## src/rtl/prp_pkg.sv

```systemverilog
package prp_pkg;
  localparam int SYM_W   = 2;
  localparam int STATE_W = 3;

  typedef enum logic [SYM_W-1:0] {
    SYM_A = 2'd0,
    SYM_B = 2'd1,
    SYM_C = 2'd2,
    SYM_D = 2'd3
  } sym_e;

  typedef enum logic [STATE_W-1:0] {
    ST_EMPTY  = 3'd0,
    ST_LEAD_A = 3'd1,
    ST_LEAD_B = 3'd2,
    ST_CRUN   = 3'd3,
    ST_ARUN   = 3'd4,
    ST_BRUN   = 3'd5,
    ST_TAIL   = 3'd6,
    ST_TRAP   = 3'd7
  } state_e;
endpackage

```

## src/rtl/prp_rst_sync.sv

```systemverilog
module prp_rst_sync #(
  parameter int STAGES = 2
) (
  input  logic clk,
  input  logic rst_n_in,
  output logic rst_n_out
);
  logic [STAGES-1:0] sync_q;

  always_ff @(posedge clk or negedge rst_n_in) begin
    if (!rst_n_in) sync_q <= '0;
    else           sync_q <= {sync_q[STAGES-2:0], 1'b1};
  end

  assign rst_n_out = sync_q[STAGES-1];
endmodule

```

## src/rtl/prp_next.sv

```systemverilog
module prp_next
  import prp_pkg::*;
(
  input  state_e               state_q,
  input  logic                 start,
  input  logic                 sym_valid,
  input  logic [SYM_W-1:0]     sym,
  output state_e               state_d
);
  sym_e s;
  state_e step;

  assign s = sym_e'(sym);

  always_comb begin
    step = ST_TRAP;
    unique case (state_q)
      ST_EMPTY: begin
        case (s)
          SYM_A:   step = ST_LEAD_A;
          SYM_B:   step = ST_LEAD_B;
          SYM_C:   step = ST_CRUN;
          default: step = ST_TRAP;
        endcase
      end
      ST_LEAD_A: begin
        case (s)
          SYM_B:   step = ST_LEAD_B;
          SYM_C:   step = ST_CRUN;
          default: step = ST_TRAP;
        endcase
      end
      ST_LEAD_B: step = (s == SYM_C) ? ST_CRUN : ST_TRAP;
      ST_CRUN: begin
        case (s)
          SYM_A:   step = ST_ARUN;
          SYM_B:   step = ST_BRUN;
          SYM_C:   step = ST_CRUN;
          default: step = ST_TAIL;
        endcase
      end
      ST_ARUN: begin
        case (s)
          SYM_A:   step = ST_ARUN;
          SYM_D:   step = ST_TAIL;
          default: step = ST_TRAP;
        endcase
      end
      ST_BRUN: begin
        case (s)
          SYM_B:   step = ST_BRUN;
          SYM_D:   step = ST_TAIL;
          default: step = ST_TRAP;
        endcase
      end
      ST_TAIL: step = (s == SYM_B || s == SYM_C) ? ST_TAIL : ST_TRAP;
      default: step = ST_TRAP;
    endcase
  end

  always_comb begin
    if (start)          state_d = ST_EMPTY;
    else if (sym_valid) state_d = step;
    else                state_d = state_q;
  end
endmodule

```

## src/rtl/prp_fail_flag.sv

```systemverilog
module prp_fail_flag (
  input  logic clk,
  input  logic rst_n,
  input  logic start,
  input  logic enter_trap,
  output logic fail
);
  logic fail_q, fail_d, fail_en;

  assign fail_en = start | enter_trap;

  always_comb begin
    if (start) fail_d = 1'b0;
    else       fail_d = 1'b1;
  end

  always_ff @(posedge clk or negedge rst_n) begin
    if (!rst_n)       fail_q <= 1'b0;
    else if (fail_en) fail_q <= fail_d;
  end

  assign fail = fail_q;

  AST_FAIL_STICKY: assert property (@(posedge clk) disable iff (!rst_n)
    fail_q && !start |=> fail_q);
endmodule

```

## src/rtl/pattern_recognizer.sv

```systemverilog
module pattern_recognizer
  import prp_pkg::*;
#(
  parameter int RST_STAGES = 2
) (
  input  logic             clk,
  input  logic             rst_n,
  input  logic             start,
  input  logic             sym_valid,
  input  logic [SYM_W-1:0] sym,
  output logic             match,
  output logic             fail
);
  logic   rst_n_s;
  state_e state_q, state_d;
  logic   state_en;
  logic   enter_trap;

  prp_rst_sync #(.STAGES(RST_STAGES)) u_rst_sync (
    .clk       (clk),
    .rst_n_in  (rst_n),
    .rst_n_out (rst_n_s)
  );

  prp_next u_next (
    .state_q   (state_q),
    .start     (start),
    .sym_valid (sym_valid),
    .sym       (sym),
    .state_d   (state_d)
  );

  assign state_en   = start | sym_valid;
  assign enter_trap = (state_d == ST_TRAP);

  always_ff @(posedge clk or negedge rst_n_s) begin
    if (!rst_n_s)      state_q <= ST_EMPTY;
    else if (state_en) state_q <= state_d;
  end

  prp_fail_flag u_fail (
    .clk        (clk),
    .rst_n      (rst_n_s),
    .start      (start),
    .enter_trap (enter_trap),
    .fail       (fail)
  );

  assign match = (state_q == ST_TAIL);

  AST_START_CLEARS: assert property (@(posedge clk) disable iff (!rst_n_s)
    start |=> (!match && !fail));
  AST_IDLE_HOLDS: assert property (@(posedge clk) disable iff (!rst_n_s)
    (!start && !sym_valid) |=> ($stable(match) && $stable(fail)));
  AST_NEVER_BOTH: assert property (@(posedge clk) disable iff (!rst_n_s)
    !(match && fail));
  AST_NO_MIX: assert property (@(posedge clk) disable iff (!rst_n_s)
    (state_q == ST_ARUN && sym_valid && !start && sym == SYM_B) |=> fail);
  AST_TAIL_KEEP: assert property (@(posedge clk) disable iff (!rst_n_s)
    (match && sym_valid && !start && (sym == SYM_B || sym == SYM_C)) |=> match);
  AST_TAIL_KILL: assert property (@(posedge clk) disable iff (!rst_n_s)
    (match && sym_valid && !start && (sym == SYM_A || sym == SYM_D)) |=> (fail && !match));
endmodule

```

## config.mk

```make
export PLATFORM = sky130hd
export DESIGN_NAME = pattern_recognizer
export DESIGN_NICKNAME = d
export VERILOG_FILES = /design/src/rtl/prp_pkg.sv /design/src/rtl/prp_rst_sync.sv /design/src/rtl/prp_next.sv /design/src/rtl/prp_fail_flag.sv /design/src/rtl/pattern_recognizer.sv
export SDC_FILE = /design/constraint.sdc
export NUM_CORES = 1
export LEC_CHECK = 0
export BUFFER_PORTS_ARGS = -buffer_cell sky130_fd_sc_hd__buf_2
export CORE_AREA = 2 2 39 41
export CTS_BUF_LIST = sky130_fd_sc_hd__clkbuf_4
export DETAILED_ROUTE_END_ITERATION = 10
export DIE_AREA = 0 0 41 43
export PLACE_DENSITY = 0.55
export RECOVER_POWER = 25
export SKIP_CTS_REPAIR_TIMING = 1
export SLEW_MARGIN = 20
export SYNTH_ARGS = -nofsm -noshare
export SYNTH_HDL_FRONTEND = slang
export SYNTH_SLANG_ARGS = --single-unit
```

## constraint.sdc

```tcl
create_clock -name clk -period 0.9 [get_ports clk]
set_input_delay 0.09 -clock clk [delete_from_list [all_inputs] [get_ports clk]]
set_output_delay 0.09 -clock clk [all_outputs]
set_load 0.1 [all_outputs]
```

==> results.json <==
{
  "async_flop_share_pct": 100.0,
  "setup_tns_ns": -2.117,
  "yosysTopAreaCell": "dfrtp_1",
  "ys.flop_type": "dfrtp_1",
  "fin_util_pct": 48.73,
  "powerDensity_mw_per_mm2": 1323,
  "status": "complete, but fails checks",
  "vias": 345,
  "htreeDepth": 1,
  "coreArea_mm2": 0.001384,
  "drt_iter0_drc": 6,
  "synth_warnings": 0,
  "yosys.area_share.xor_xnor_pct": 0,
  "cp.arrival_ns": 1.58,
  "maxCapViolations": 0,
  "r2r_start": "state_q[0]",
  "cts_tree": "done",
  "clock_path_buffers": 2,
  "path_max_fanout": 6,
  "final_cells": 77,
  "path_class": "flip-flop to flip-flop",
  "placedCellCount": 72,
  "crit_start": "state_q[0]",
  "antenna_found_initial": 0,
  "area_growth_pct": 67.39,
  "synth_area_leaders": "dfrtp_1 (37%), ha_1 (16%), inv_1 (4.7%)",
  "finClkSkew_ns": 0.002743,
  "clkSinkCount": 6,
  "seqCellArea_um2": 152.6,
  "leakagePower_nw": 0.3145,
  "io_buffers": 7,
  "post_drt_wl_per_cell_um": 11.44,
  "end_kind": "flip-flop",
  "synth_fp_nets": 51,
  "drtAntennaViolNets": 0,
  "vdd_ir_drop_max_v": 0.0007017,
  "layout_min_cycle_time_ns": 1.436,
  "n_fill_cell": 137,
  "synth-seq-cells": 6,
  "multi_input_area_um2": 306.5,
  "timing.final.crit_share_pct": 159.5,
  "drive_above_1_share_pct": 57.38,
  "synth_mux_area_share_pct": 3.727,
  "grt_setup_unrepaired": "yes",
  "worstPathRequired_ns": 1.05,
  "gp_congestion": 0.7434,
  "dr.pass1.iters": 4,
  "grt_pass1_wl_mm": 1.255,
  "synth_top_family_by_area": "simple AND/OR/NAND/NOR gates",
  "viasPerCell": 4.481,
  "hold_slack_ns": 0.06170,
  "cp-start-kind": "flip-flop",
  "synth-edff-count": 0,
  "hold_class": "flip-flop to asynchronous set/reset pin",
  "cts_root_buf": "clkbuf_4",
  "synth-compound-area-share_pct": 17.39,
  "synth_adder_area_share_pct": 15.53,
  "io_pins": 8,
  "hold_violations": 0,
  "grt_max_degree": 7,
  "grt_pass1_vias": 309,
  "cts_buffers": 3,
  "post-place-ws_ns": -0.6094,
  "fmaxAchievable_mhz": 696.6,
  "drc": 0,
  "die_width_um": 41,
  "clk_latency_ns": 0.24,
  "setup_viol": 6,
  "layout.nets": 74,
  "syn_avg_cell_area_um2": 10.07,
  "synth-simple-area-share_pct": 20.50,
  "start_util_pct": 29.11,
  "yosys.area.top_type_share_pct": 37.27,
  "grt_usage_pct": 10.56,
  "synth_area_um2": 402.9,
  "synth_most_common_cell": "dfrtp_1",
  "clk_pin_slew_ns": 0.04,
  "yosysUniqueCellTypes": 21,
  "violations": "negative setup slack",
  "wl_um": 881,
  "synthCells": 40,
  "synth_common_cells": "dfrtp_1 (6), ha_1 (5), inv_1 (5), nor2_1 (5)",
  "diodes": 0,
  "fin_ws_ns": -0.5356,
  "report.final.slew_viol_count": 0,
  "die-area_mm2": 0.001763,
  "seq_area_frac_synth_pct": 37.27,
  "num_rows": 14,
  "dp_hpwl_um": 650,
  "grt_overflow": 0,
  "die_h_um": 43
}
## layout make-up
class / count / share of cell area, %
multi-input combinational: 29 / 45.45
timing repair buffer: 18 / 22.82
sequential: 6 / 22.63
clock buffer: 3 / 3.340
tap: 16 / 2.968
inverter: 5 / 2.783
## flip-flops by register name, summed over array words and instances (netlist names)
signal / count
u_fail.fail: 1
u_rst_sync.sync_q: 2
state_q: 3
## worst max-delay path, stage by stage (launching register included)
cell and delay (ns):
dfrtp_2 0.45, nor2b_4 0.15, mux2_4 0.26, o221a_4 0.24, o32ai_2 0.25
## power breakdown
| group | total (mW) | switching [mW] | internal (mW) | leakage (nW) |
|---|---|---|---|---|
| Clock | 0.242 | 0.0912 | 0.150 | 0.0138 |
| Combinational | 0.327 | 0.162 | 0.165 | 0.227 |
| Sequential | 0.324 | 0.0297 | 0.294 | 0.0733 |
## per-stage QoR
stage / total power, mW / area [um^2]
finish: 0.8925 / 674.4
global route: 0.9528 / 674.4
CTS: 0.8343 / 579.3
detailed placement: 0.5787 / 556.8
global placement: 0.5770 / 556.8
floorplan: 0.4613 / 404.1
## kinds of logic after synthesis
family / after synthesis
DFF: 6
AOI/OAI and AO/OA: 8
muxes: 1
and+or+nand+nor: 14
buffers and inverters: 5
other: 1
adders and majority gates: 5
## worst paths after layout
path	slack, ns	to	cells after the start
worst max-delay path	-0.54	u_fail.fail	4
worst min-delay path	0.06	state_q[2]	0
worst max register to register	-0.54	u_fail.fail	4
worst min register to register	0.06	state_q[2]	0
max in group asynchronous	0.64	u_rst_sync.sync_q[0]	2
min in group clk	0.08	state_q[0]	2
## per-layer routing
metal | GRT usage, % | up-vias | wire length (um)
met4 | 4.000 | 0 | 0
met5 | 0 | - | 0
met3 | 4.712 | 0 | 28
met1 | 14.33 | 151 | 401
met2 | 14.37 | 12 | 450
li1 | - | 182 | -
## layout by cell type, fill, tap and decap left out, drive strengths merged, types with 2 or more instances in the layout
cell	count
nor2	5
and3	2
nand2	2
clkbuf	3
buf	17
inv	5
nor2b	2
ha	5
dfrtp	6
Power figures use the tool's default switching activity.
